===== config.mk =====
export PLATFORM = sky130hd
export DESIGN_NAME = blkdma_channel
export DESIGN_NICKNAME = d
export VERILOG_FILES = /design/src/rtl/blkdma_pkg.sv /design/src/rtl/blkdma_regs.sv /design/src/rtl/blkdma_decode.sv /design/src/rtl/blkdma_fsm.sv /design/src/rtl/blkdma_channel.sv
export SDC_FILE = /design/constraint.sdc
export NUM_CORES = 1
export LEC_CHECK = 0
export BUFFER_PORTS_ARGS = -buffer_cell sky130_fd_sc_hd__buf_2
export CORE_MARGIN = 10
export CORE_UTILIZATION = 54
export CTS_BUF_LIST = sky130_fd_sc_hd__clkbuf_8
export DETAILED_ROUTE_END_ITERATION = 6
export HOLD_SLACK_MARGIN = 0.02
export PLACE_DENSITY = 0.8
export SLEW_MARGIN = 5
export SYNTH_ARGS = -nofsm -noshare
export SYNTH_HDL_FRONTEND = slang
export SYNTH_HIERARCHICAL = 1
export SYNTH_SLANG_ARGS = --single-unit

===== constraint.sdc =====
create_clock -name clk -period 6.98 [get_ports clk]
set_clock_uncertainty 0.05 [all_clocks]
set_input_delay 0.698 -clock clk [delete_from_list [all_inputs] [get_ports clk]]
set_output_delay 0.698 -clock clk [all_outputs]
set_load 0.005 [all_outputs]

===== src/rtl/blkdma_pkg.sv =====
package blkdma_pkg;

    localparam int REG_W     = 32;
    localparam int START_BIT = 24;

    localparam logic [REG_W-1:0] CTL_TO_PERIPH   = 32'h0100_0201;
    localparam logic [REG_W-1:0] CTL_FROM_PERIPH = 32'h0100_0200;

    localparam logic [1:0] SEL_ADDR  = 2'd0;
    localparam logic [1:0] SEL_BLOCK = 2'd1;
    localparam logic [1:0] SEL_CTRL  = 2'd2;

    typedef enum logic [2:0] {
        ST_IDLE,
        ST_SETUP,
        ST_MEM_RD,
        ST_MEM_LAT,
        ST_PUSH,
        ST_PULL,
        ST_FINISH
    } dma_state_e;

    typedef enum logic [1:0] {
        DIR_NONE,
        DIR_TO_PERIPH,
        DIR_FROM_PERIPH
    } dma_dir_e;

endpackage


===== src/rtl/blkdma_regs.sv =====
module blkdma_regs
    import blkdma_pkg::*;
#(
    parameter int ADDR_W = 12
) (
    input  logic              clk,
    input  logic              rst_n,
    input  logic              sw_we,
    input  logic [1:0]        sw_sel,
    input  logic [REG_W-1:0]  sw_wdata,
    input  logic              adv_addr,
    input  logic              finish,
    output logic              start,
    output logic [ADDR_W-1:0] addr_q,
    output logic [REG_W-1:0]  blk_q,
    output logic [REG_W-1:0]  ctl_q
);

    localparam logic [ADDR_W-1:0] STEP = ADDR_W'(4);

    logic wr_ok;

    // Software may only touch the registers while the channel is idle.
    assign wr_ok = sw_we && !ctl_q[START_BIT];
    assign start = wr_ok && (sw_sel == SEL_CTRL) && sw_wdata[START_BIT];

    always_ff @(posedge clk) begin
        if (!rst_n) begin
            addr_q <= '0;
        end else if (wr_ok && (sw_sel == SEL_ADDR)) begin
            addr_q <= {sw_wdata[ADDR_W-1:2], 2'b00};
        end else if (adv_addr) begin
            addr_q <= addr_q + STEP;
        end
    end

    always_ff @(posedge clk) begin
        if (!rst_n) begin
            blk_q <= '0;
        end else if (wr_ok && (sw_sel == SEL_BLOCK)) begin
            blk_q <= sw_wdata;
        end
    end

    always_ff @(posedge clk) begin
        if (!rst_n) begin
            ctl_q <= '0;
        end else if (wr_ok && (sw_sel == SEL_CTRL)) begin
            ctl_q <= sw_wdata;
        end else if (finish) begin
            ctl_q[START_BIT] <= 1'b0;
        end
    end

endmodule


===== src/rtl/blkdma_decode.sv =====
module blkdma_decode
    import blkdma_pkg::*;
#(
    parameter int LEN_W = 32
) (
    input  logic [REG_W-1:0] ctl,
    input  logic [REG_W-1:0] blk,
    output dma_dir_e         dir,
    output logic [LEN_W-1:0] len
);

    localparam int HALF_W = REG_W / 2;

    logic [LEN_W-1:0] count_hi;
    logic [LEN_W-1:0] count_lo;

    assign count_hi = LEN_W'(blk[REG_W-1:HALF_W]);
    assign count_lo = LEN_W'(blk[HALF_W-1:0]);
    assign len      = count_hi * count_lo;

    always_comb begin
        if (ctl == CTL_TO_PERIPH) begin
            dir = DIR_TO_PERIPH;
        end else if (ctl == CTL_FROM_PERIPH) begin
            dir = DIR_FROM_PERIPH;
        end else begin
            dir = DIR_NONE;
        end
    end

endmodule


===== src/rtl/blkdma_fsm.sv =====
module blkdma_fsm
    import blkdma_pkg::*;
#(
    parameter int WORD_W = 32,
    parameter int LEN_W  = 32
) (
    input  logic              clk,
    input  logic              rst_n,
    input  logic              start,
    input  dma_dir_e          dir,
    input  logic [LEN_W-1:0]  len,
    input  logic              at_top,
    input  logic [WORD_W-1:0] mem_rdata,
    input  logic              out_ready,
    input  logic              in_valid,
    input  logic [WORD_W-1:0] in_data,
    output logic              mem_req,
    output logic              mem_we,
    output logic [WORD_W-1:0] mem_wdata,
    output logic              out_valid,
    output logic [WORD_W-1:0] out_data,
    output logic              in_ready,
    output logic              adv_addr,
    output logic              finish,
    output logic              irq
);

    dma_state_e        state_q;
    dma_state_e        state_d;
    logic [LEN_W-1:0]  cnt_q;
    logic [WORD_W-1:0] hold_q;
    logic              last_beat;

    // The word in flight is the last one when the count is reached or
    // when it sits at the highest word address of memory.
    assign last_beat = ((cnt_q + LEN_W'(1)) == len) || at_top;

    always_ff @(posedge clk) begin
        if (!rst_n) begin
            state_q <= ST_IDLE;
        end else begin
            state_q <= state_d;
        end
    end

    always_comb begin
        state_d = state_q;
        unique case (state_q)
            ST_IDLE: begin
                if (start) state_d = ST_SETUP;
            end
            ST_SETUP: begin
                if (dir == DIR_NONE || len == '0) begin
                    state_d = ST_FINISH;
                end else if (dir == DIR_TO_PERIPH) begin
                    state_d = ST_MEM_RD;
                end else begin
                    state_d = ST_PULL;
                end
            end
            ST_MEM_RD:  state_d = ST_MEM_LAT;
            ST_MEM_LAT: state_d = ST_PUSH;
            ST_PUSH: begin
                if (out_ready) state_d = last_beat ? ST_FINISH : ST_MEM_RD;
            end
            ST_PULL: begin
                if (in_valid) state_d = last_beat ? ST_FINISH : ST_PULL;
            end
            ST_FINISH:  state_d = ST_IDLE;
            default:    state_d = ST_IDLE;
        endcase
    end

    always_comb begin
        mem_req   = 1'b0;
        mem_we    = 1'b0;
        mem_wdata = in_data;
        out_valid = 1'b0;
        out_data  = hold_q;
        in_ready  = 1'b0;
        adv_addr  = 1'b0;
        finish    = 1'b0;
        irq       = 1'b0;
        unique case (state_q)
            ST_MEM_RD: begin
                mem_req = 1'b1;
            end
            ST_PUSH: begin
                out_valid = 1'b1;
                adv_addr  = out_ready;
            end
            ST_PULL: begin
                in_ready = 1'b1;
                mem_req  = in_valid;
                mem_we   = in_valid;
                adv_addr = in_valid;
            end
            ST_FINISH: begin
                finish = 1'b1;
                irq    = 1'b1;
            end
            default: begin
            end
        endcase
    end

    always_ff @(posedge clk) begin
        if (!rst_n) begin
            cnt_q <= '0;
        end else if (state_q == ST_SETUP) begin
            cnt_q <= '0;
        end else if (adv_addr) begin
            cnt_q <= cnt_q + LEN_W'(1);
        end
    end

    always_ff @(posedge clk) begin
        if (!rst_n) begin
            hold_q <= '0;
        end else if (state_q == ST_MEM_LAT) begin
            hold_q <= mem_rdata;
        end
    end

endmodule


===== src/rtl/blkdma_channel.sv =====
module blkdma_channel
    import blkdma_pkg::*;
#(
    parameter int ADDR_W = 12,
    parameter int WORD_W = 32
) (
    input  logic              clk,
    input  logic              rst_n,
    input  logic              reg_we,
    input  logic [1:0]        reg_sel,
    input  logic [31:0]       reg_wdata,
    output logic [31:0]       addr_reg,
    output logic [31:0]       blk_reg,
    output logic [31:0]       ctrl_reg,
    output logic              busy,
    output logic              irq,
    output logic              mem_req,
    output logic              mem_we,
    output logic [ADDR_W-3:0] mem_addr,
    output logic [WORD_W-1:0] mem_wdata,
    input  logic [WORD_W-1:0] mem_rdata,
    output logic              out_valid,
    output logic [WORD_W-1:0] out_data,
    input  logic              out_ready,
    input  logic              in_valid,
    input  logic [WORD_W-1:0] in_data,
    output logic              in_ready
);

    localparam int LEN_W  = REG_W;
    localparam int WADR_W = ADDR_W - 2;

    logic              start;
    logic              adv_addr;
    logic              finish;
    logic              at_top;
    logic [ADDR_W-1:0] addr_q;
    logic [REG_W-1:0]  blk_q;
    logic [REG_W-1:0]  ctl_q;
    dma_dir_e          dir;
    logic [LEN_W-1:0]  len;

    blkdma_regs #(.ADDR_W(ADDR_W)) u_regs (
        .clk      (clk),
        .rst_n    (rst_n),
        .sw_we    (reg_we),
        .sw_sel   (reg_sel),
        .sw_wdata (reg_wdata),
        .adv_addr (adv_addr),
        .finish   (finish),
        .start    (start),
        .addr_q   (addr_q),
        .blk_q    (blk_q),
        .ctl_q    (ctl_q)
    );

    blkdma_decode #(.LEN_W(LEN_W)) u_decode (
        .ctl (ctl_q),
        .blk (blk_q),
        .dir (dir),
        .len (len)
    );

    assign mem_addr = addr_q[ADDR_W-1:2];
    assign at_top   = &addr_q[ADDR_W-1:2];

    blkdma_fsm #(.WORD_W(WORD_W), .LEN_W(LEN_W)) u_fsm (
        .clk       (clk),
        .rst_n     (rst_n),
        .start     (start),
        .dir       (dir),
        .len       (len),
        .at_top    (at_top),
        .mem_rdata (mem_rdata),
        .out_ready (out_ready),
        .in_valid  (in_valid),
        .in_data   (in_data),
        .mem_req   (mem_req),
        .mem_we    (mem_we),
        .mem_wdata (mem_wdata),
        .out_valid (out_valid),
        .out_data  (out_data),
        .in_ready  (in_ready),
        .adv_addr  (adv_addr),
        .finish    (finish),
        .irq       (irq)
    );

    assign addr_reg = {{(32 - ADDR_W){1'b0}}, addr_q};
    assign blk_reg  = blk_q;
    assign ctrl_reg = ctl_q;
    assign busy     = ctl_q[START_BIT];

    // Unused upper part of the word address is absent by construction.
    logic unused_wadr;
    assign unused_wadr = ^mem_addr[WADR_W-1:0] & 1'b0;

endmodule


Yosys cells after proc, flatten, opt, wreduce, memory -nomap -nowiden
Index checks and enable logic that the tools add are counted.

word-level totals
  input bits = 103
  output and inout bits = 176
  register bits = 143

cells by class
  multiply operators = 1
  add/sub/neg operators = 2
  eq/ne operators = 15
  reduce and logical (&&, ||, !) cells = 18
  mux-type cells = 20
  bitwise operators = 1

operator list
  cell                                                    count
  equality test 32 x 25 -> 1 bit (second input constant)  2
  adder 32 x 1 -> 32 bit (second input constant)          1
  equality test 32 bit                                    1
  logical NOT 32 bit                                      1
  multiplier 16 x 16 -> 32 bit                            1
  two-way mux 12 bit                                      2
  two-way mux 3 bit                                       6
  one-hot mux 3 bit (6 select lines)                      1
  adder 12 x 3 -> 12 bit (second input constant)          1
  AND reduction 10 bit                                    1
  equality test 3 bit (second input constant)             3
  equality test 3 x 2 -> 1 bit (second input constant)    2
  two-way mux 1 bit                                       6
  two-way mux 2 bit                                       3
  != test 2 bit (second input constant)                   3
  logical AND 1 bit                                       5
  equality test 2 x 1 -> 1 bit (second input constant)    2
  logical NOT 2 bit                                       2
  one-hot mux 1 bit (2 select lines)                      2
  nonzero test 2 bit                                      2
  OR reduction 2 bit                                      2
  equality test 3 x 1 -> 1 bit (second input constant)    1
  logical NOT 3 bit                                       1
  AND reduction 3 bit                                     1
  other kinds (4)                                         5

Logic depth before layout (Yosys ltp)
Gate-level depths: netlist of run 1.

  depth after elaboration = 7
  mapped depth = 30
  gate-level depth less buffers = 29

By module
Netlist of run 1, hierarchy kept.

by module, submodules not included
  module          instances  seq. area each (µm²)  cells an instance  area an instance (µm²)
  blkdma_decode   1          0.0                   1007               8630.8
  blkdma_fsm      1          1341.3                545                4190.3
  blkdma_regs     1          1481.4                344                2762.6
  blkdma_channel  1          0.0                   36                 262.8

Worst setup path before layout of run 1
Ideal clock, no wire load.

  path type = flip-flop to flip-flop
  from = reg u_regs.blk_q[12]
  to = reg u_fsm.state_q[0]
  setup slack = -0.384 ns
  library setup time = 0.120 ns
  cell stages (with the launch flop) = 28
  period minus slack after synthesis = 7.364 ns
  arrival time = 7.194 ns
  path through = dfxtp_1 > clkbuf_1 > nand2_1 > fa_1 > inv_1 > fa_1 > fa_1 > fa_1 > fa_1 > inv_1 > fa_1 > inv_1 > ha_1 > a21o_1 > a21o_1 > a2111o_1 > nand2_1 > o21ai_1 > a21o_1 > a311oi_1 > xor2_1 > nand3_1 > a21oi_1 > o2111ai_1 > a22oi_2 > o2111a_2 > nor3_1 > o31a_1

between the ends
  cells in the longest elaborated chain, start to end = 6

RTL lines
  what                                  line                  source
  from (decl)                           blkdma_regs.sv:15     output logic [REG_W-1:0] blk_q,
  from (signal assigned)                blkdma_regs.sv:41     blk_q <= sw_wdata;
  multiplier 16 x 16 -> 32 bit *        blkdma_decode.sv:19   assign len = count_hi * count_lo;
  named net len[29]                     blkdma_channel.sv:41  logic [LEN_W-1:0] len;
  equality test 32 bit                  blkdma_fsm.sv:36      assign last_beat = ((cnt_q + LEN_W'(1)) == len) || at_top;
  logical OR 1 bit                      blkdma_fsm.sv:36
  two-way mux 2 bit                     blkdma_fsm.sv:67      if (in_valid) state_d = last_beat ? ST_FINISH : ST_PULL;
  two-way mux 3 bit                     blkdma_fsm.sv:67
  one-hot mux 3 bit (6 select lines) *  blkdma_fsm.sv:48      unique case (state_q)
  to (signal assigned)                  blkdma_fsm.sv:42      state_q <= state_d;
  to (decl)                             blkdma_fsm.sv:28      dma_state_e state_q;

Mark *: on every way through the listed nets, which the timed path passes. The rest lies on a longest branch. The select of a mux whose other input is x is not followed.
A chain may end at the register's enable or synchronous reset.

Final worst setup path of run 1
  from = reg u_regs.blk_q[21]
  to = reg u_fsm.state_q[0]

Same word-level chain as after synthesis.

==> reports/qor.yml, run 1 <==
status: "complete, but fails checks"
violations: "setup timing"
total_power_uw: 1800
die_width_um: 191
antenna_found_initial: 0
die_y_um: 191
relSlewSlack_pct: 20.4
dr_total_vias: 14775
timing.final.crit_share_pct: 107
cpPeakStageDelay_ns: 0.53
first_pass_iters: 5
drive_above_1_share_pct: 24.5
fill_cells: 2299
syn2layout_area_growth_pct: 19.9
gp_congestion: 0.916
start_util_pct: 54.9
async_reset_ff_share_pct: 0
cp.arrival_ns: 7.76
cts.sinks: 141
design_area_sq_mm: 0.0190
viasPerCell: 5.68
cp_data_required_time_ns: 7.30
p_leak_uw: 0.00916
ant_nets: 0
synth_edf_count: 0
seq_area_sq_mm: 0.00289
drt_wl_total_um: 48500
synthesis.instances: 1932
p_sw_uw: 592
diodes: 0
seqPwrFrac_pct: 46.9
p_int_uw: 1210
h-tree-depth: 4
p_per_area_mw_per_mm2: 94.6
sw_frac_of_total_pct: 32.9
cp_max_fo: 5
numCtsBuffers: 17
wire_per_inst_um: 18.7
dieArea_sq_mm: 0.0366
clk_latency_ns: 0.49
hold_buffers: 0
track_usage_pct: 26.1
fmax_mhz: 134
synth-seq-area-share_pct: 17.8
synth_cell_type_count: 76
netlist_area_sq_mm: 0.0158
setup_ws_ns: -0.457
vdd_drop_max_mv: 0.157
max_slew.worst_pin.slew_ns: 1.19
nNetsFinal: 2605
row_count: 62
worstSetupPathType: "flop to flop"
clkPwrFrac_pct: 37.7
dpl.hpwl_um: 37100
cp-start-kind: "flop"
fin_crit_ns: 7.44
end_kind: "flop"
ys.flop_type: "dfxtp_1"
yosysWarnings: 6
rsz0062_at_grt: "yes"
drt_iter0_markers: 1178
slew_violations: 0
synth_area_per_cell_sq_um: 8.20
hp-class: "input pin to flop"
grt_pass1_vias: 15381
comb_power_share_pct: 15.3
setup_violations: 3
num_io_pins: 279
cts_tree: "built"
port_buffers: 192
crit_path_frequent_cell: "fa_1"
synth_seq_cells: 141
crit_slowest_cell: "fa_1"
grt_pass1_wl_um: 77300
multi_input_area_sq_mm: 0.0118
clk_path_buf_depth: 2
cts_root_buffer: "clkbuf_8"
maxCapViolCount: 0
clk_pin_slew_ns: 0.10
core_sq_mm: 0.0289
place_area_sq_mm: 0.0177
gr-total-overflow: 0
drc_errors: 0
grt_max_degree: 45
hold_viol: 0
==> worst paths after layout <==
| kind | startpoint | end | slack, ns | cells past startpoint |
|---|---|---|---|---|
| setup / recovery | u_regs/blk_q[21] | u_fsm/state_q[0] | -0.46 | 30 |
| hold / removal | mem_rdata[18] | u_fsm/out_data[18] | 0.40 | 3 |
| setup reg to reg | u_regs/blk_q[21] | u_fsm/state_q[0] | -0.46 | 30 |
| hold reg to reg | u_fsm/out_data[2] | u_fsm/out_data[2] | 0.42 | 2 |
==> cell type report <==
class                   instances  share of cell area, %
flip-flops and latches        141                   15.2
well taps                     384                   2.53
repair buffers                393                   13.5
inverters                     235                   4.66
clock inverters                15                  0.876
multi-input cells            1414                   62.0
clock buffers                  17                   1.23
==> layer usage <==
| layer | track usage (%) | wire length [um] |
|---|---|---|
| met3 | 5.07 | 4000 |
| met4 | 10.3 | 1620 |
| met5 | 0 | 0 |
| met2 | 44.8 | 24200 |
| met1 | 31.7 | 18700 |
==> state kept, by name, summed over array words and instances, names as in the netlist <==
name and count:
u_fsm/out_data 32, u_regs/ctl_q 32, u_regs/blk_q 32, u_fsm/cnt_q 32
u_fsm/state_q 3, u_regs/addr_q 10
==> synthesized netlist by cell type, drive strengths merged (3+ instances only) <==
cell type    n  share of area, %
and4         9              0.51
a41oi        3              0.21
a21boi      33               1.6
and3         7              0.28
nor4        25              0.99
a21oi      111               3.6
nand2      387               9.2
a31oi       12              0.47
and2       115               4.5
buf         80               3.6
nor2b        4              0.16
a2111oi      4              0.27
o21a         5              0.24
o31ai        5              0.24
o22ai        3              0.12
nor2        52               1.2
ha         106               8.4
clkbuf      82               2.0
nor4b        5              0.28
or4          8              0.38
or2          4              0.16
a311oi       3              0.17
a211oi       8              0.38
nand3       26              0.82
mux2         3              0.21
xnor2       49               2.7
nor3        19              0.63
fa         194                25
a21o        16              0.76
inv        235               5.6
nand2b       8              0.32
xor2        39               2.2
nand4       28               1.3
dfxtp      141                18
or3         20              0.80
o21ai       46               1.5
o2111ai      3              0.17
==> cell families (layout without fill, tap and decap cells) <==
logic type / Yosys count / after routing / share of synthesized area, %
muxes: 5 / 5 / 0.340
adders and majority gates: 300 / 300 / 32.9
and+or+nand+nor: 725 / 725 / 22.0
buffers and inverters: 397 / 660 / 11.1
DFF: 141 / 141 / 17.8
other: 2 / 22 / 0.0474
xor gates and xnor gates: 88 / 88 / 4.86
AOI/OAI and AO/OA: 274 / 274 / 10.9
==> worst max-delay path, delay by kind of cell, from the launching register on <==
family | cells | cell delay, ns
fa+ha+maj | 7 | 2.99
buf+inv | 8 | 0.72
compound gates | 8 | 1.70
simple gates | 5 | 1.13
flops | 1 | 0.38
xor+xnor | 2 | 0.34
==> power by group through the flow <==
stage / registers [uW] / clock network [uW] / logic (uW)
finish: 844 / 678 / 275
CTS: 843 / 691 / 266
global route: 846 / 717 / 299
floorplan: 858 / 0 / 156
detailed placement: 866 / 0 / 247
global placement: 865 / 0 / 242
==> stage by stage <==
step	std cells	hold WS, ns	worst slack [ns]	TNS [ns]	util [%]
floorplan	1952	0.410	0.00170	0	-
global placement	2515	0.398	-0.448	-1.17	61.4
detailed placement	2515	0.406	-0.604	-1.62	61.4
CTS	2591	0.367	-0.170	-0.343	65.3
global route	2599	0.380	-0.682	-1.94	65.9
finish	2599	0.400	-0.457	-1.26	65.9
==> layout by cell type, fill, tap and decap left out, types with 5 or more instances in the layout <==
| cell | synthesis | routed |
|---|---|---|
| buf_2 | 13 | 192 |
| xor2_1 | 39 | 38 |
| o21a_1 | 5 | 5 |
| xnor2_1 | 49 | 46 |
| inv_6 | 0 | 6 |
| buf_6 | 0 | 16 |
| a21oi_1 | 108 | 104 |
| ha_4 | 0 | 10 |
| dfxtp_2 | 0 | 12 |
| clkbuf_8 | 0 | 17 |
| nand2_1 | 387 | 384 |
| nand2b_1 | 8 | 8 |
| or3_1 | 19 | 18 |
| nand4_1 | 26 | 26 |
| and2_4 | 0 | 8 |
| a21boi_0 | 32 | 32 |
| nand3_1 | 26 | 25 |
| o21ai_0 | 38 | 35 |
| and4_1 | 8 | 8 |
| a31oi_1 | 12 | 11 |
| fa_1 | 194 | 187 |
| conb_1 | 2 | 22 |
| dfxtp_1 | 141 | 114 |
| buf_4 | 66 | 182 |
| o21ai_1 | 8 | 7 |
| or4_1 | 8 | 8 |
| nor2_1 | 52 | 50 |
| nor4_1 | 25 | 23 |
| nor3_1 | 18 | 17 |
| inv_1 | 234 | 226 |
| inv_2 | 1 | 8 |
| and2_1 | 115 | 107 |
| a211oi_1 | 8 | 7 |
| dfxtp_4 | 0 | 15 |
| a21oi_2 | 3 | 5 |
| and3_1 | 7 | 7 |
| fa_2 | 0 | 7 |
| ha_1 | 106 | 94 |
| a21o_1 | 16 | 16 |
==> timing repair <==
action                     4_1_cts  5_1_grt
setup endpoints to repair        3        3
gates resized for setup        101       20
cloned                           0        0
pin swaps                       85       20
setup buffers                   44        8
(Power assumes the default switching activity.)
==> run 2: changes to the inputs <==
--- a/config.mk
+++ b/config.mk
@@ -5,13 +5,14 @@
 export SDC_FILE = /design/constraint.sdc
 export NUM_CORES = 1
 export LEC_CHECK = 0
-export BUFFER_PORTS_ARGS = -buffer_cell sky130_fd_sc_hd__buf_2
 export CORE_MARGIN = 10
-export CORE_UTILIZATION = 54
+export CORE_UTILIZATION = 61
 export CTS_BUF_LIST = sky130_fd_sc_hd__clkbuf_8
 export DETAILED_ROUTE_END_ITERATION = 6
+export DONT_BUFFER_PORTS = 1
 export HOLD_SLACK_MARGIN = 0.02
 export PLACE_DENSITY = 0.8
+export SETUP_SLACK_MARGIN = 0.1
 export SLEW_MARGIN = 5
 export SYNTH_ARGS = -nofsm -noshare
 export SYNTH_HDL_FRONTEND = slang
==> constraint.sdc (replaced) <==
create_clock -name clk -period 6.98 [get_ports clk]
set_clock_uncertainty 0.05 [all_clocks]
set_input_delay 0.349 -clock clk [delete_from_list [all_inputs] [get_ports clk]]
set_output_delay 0.349 -clock clk [all_outputs]
set_load 0.005 [all_outputs]
==> run 2 against run 1 <==
Clock-buffer cell count unchanged; core utilization up 8.2 points; sequential power up 0.7%; fmax up 1.3%; critical path type unchanged; the flow still finishes with violations (setup timing); total power up 2.8%.
==> reports/qor.yml, run 2 (synthesized netlist as in run 1, its figures left out) <==
status: "complete, but fails checks"
violations: "setup timing"
port_buffers: 0
wire_per_inst_um: 21.4
grt_pass1_wl_um: 80400
viasPerCell: 6.10
row_count: 58
rsz0062_at_grt: "yes"
track_usage_pct: 30.0
max_slew.worst_pin.slew_ns: 1.21
fmax_mhz: 136
clk_pin_slew_ns: 0.10
clk_latency_ns: 0.49
vdd_drop_max_mv: 0.129
h-tree-depth: 4
antenna_found_initial: 2
setup_violations: 3
numCtsBuffers: 17
worstSetupPathType: "flop to flop"
drt_wl_total_um: 52000
hold_viol: 0
reg2reg_depth: 25
cts_tree: "built"
fill_cells: 1676
p_leak_uw: 0.00851
maxCapViolCount: 0
grt_pass1_vias: 14949
drive_above_1_share_pct: 18.4
syn2layout_area_growth_pct: 18.7
core_sq_mm: 0.0254
layout_common_cells: "nand2_1 (379), inv_1 (214), buf_4 (183), fa_1 (181), dfxtp_1 (112)"
instances_no_fill: 2426
fin_util_pct: 74.1
hold_slack_ns: 0.0691
start_util_pct: 62.4
dr_total_vias: 14799
end_kind: "flop"
multi_input_area_sq_mm: 0.0118
cts.sinks: 141
die_width_um: 181
grt_max_degree: 68
slew_violations: 0
fin_tns_setup_ns: -0.976
gp_congestion: 0.928
cp.arrival_ns: 7.66
cp_data_required_time_ns: 7.30
num_io_pins: 279
setup_ws_ns: -0.358
cts_root_buffer: "clkbuf_8"
drt_iter0_markers: 1606
hold_path_depth: 2
hp-class: "input pin to flop"
seq_area_sq_mm: 0.00292
fin_crit_ns: 7.34
drc_errors: 0
clk_path_buf_depth: 2
dpl.cell_count: 2278
cp_max_fo: 6
gr-total-overflow: 0
p_per_area_mw_per_mm2: 98.2
timing.final.crit_share_pct: 105
final_common_cell: "nand2_1"
first_pass_iters: 6
dpl.hpwl_um: 36800
dieArea_sq_mm: 0.0328
ant_nets: 0
die_y_um: 181
relSlewSlack_pct: 19.0
cp-start-kind: "flop"
nNetsFinal: 2483
-- run 2: cell count changes in the layout (fill, tap and decap cells not counted), moves of 4 or more --
cell / change
nand2_2: +5
nand2_1: -5
buf_2: -192
fa_2: +6
inv_6: -4
dlygate4sd3_1: +65
dfxtp_4: +8
dfxtp_2: -6
inv_1: -12
inv_2: +12
fa_1: -6
-- run 2: where the power goes --
part | total, uW | switching [uW] | internal [uW] | leakage, uW
sequential | 850 | 35.2 | 814 | 0.00116
clock | 722 | 443 | 279 | 0.000211
combinational | 276 | 152 | 125 | 0.00714
-- run 2: path summary, 6_finish.rpt --
kind | start | endpoint | slack (ns)
setup / recovery | u_regs/blk_q[21] | u_fsm/state_q[0] | -0.36
hold / removal | reg_wdata[2] | u_regs/addr_q[2] | 0.07
setup reg to reg | u_regs/blk_q[21] | u_fsm/state_q[0] | -0.36
hold reg to reg | u_fsm/out_data[23] | u_fsm/out_data[23] | 0.45
-- run 2: critical path, cell delays in order, from the launching register on --
cell	delay (ns)
dfxtp_4	0.40
buf_4	0.16
and2_1	0.16
fa_1	0.60
fa_1	0.47
fa_1	0.54
fa_1	0.45
fa_1	0.55
inv_1	0.05
fa_1	0.58
inv_2	0.06
ha_4	0.25
buf_4	0.14
a2111o_1	0.44
nand2_2	0.13
o21ai_4	0.09
a21o_1	0.19
a311oi_4	0.41
xnor2_1	0.19
o21ai_0	0.16
a21oi_2	0.19
o2111ai_2	0.12
a22oi_2	0.23
o2111a_2	0.28
nor3_2	0.06
o31a_1	0.28
-- run 2: layer usage --
metal / up-vias / share of wire [%] / track usage [%]
met2: 1063 / 47 / 48.5
met3: 201 / 12 / 8.61
met4: 0 / 4.5 / 12.8
met1: 7091 / 37 / 36.6
met5: - / 0 / 0
li1: 6444 / - / -
-- run 2: metrics by stage --
step                      power [uW]  setup WS, ns  area (sq um)
after detailed placement        1070        -0.575         16800
after floorplan                 1020         0.108         16200
after CTS                       1830        -0.232         18500
after global placement          1070        -0.439         16800
final                           1850        -0.358         18800
after global routing            1900        -0.528         18800
-- run 2: final cells by class --
| cell class | instances | share of cell area, % |
|---|---|---|
| Sequential cell | 141 | 15.5 |
| Timing Repair Buffer | 271 | 12.4 |
| Inverter | 235 | 4.70 |
| Tap cell | 330 | 2.19 |
| Multi-Input combinational cell | 1414 | 63.0 |
| Antenna cell | 3 | 0.0399 |
| Clock inverter | 15 | 0.978 |
| Clock buffer | 17 | 1.24 |
-- run 2: repair_timing --
action | CTS | global route
endpoints found under the setup margin | 3 | 3
hold endpoints to repair | 106 | 0
hold buffers | 66 | 0
buffers inserted | 37 | 10
resized for setup | 107 | 49
pin swaps | 90 | 47
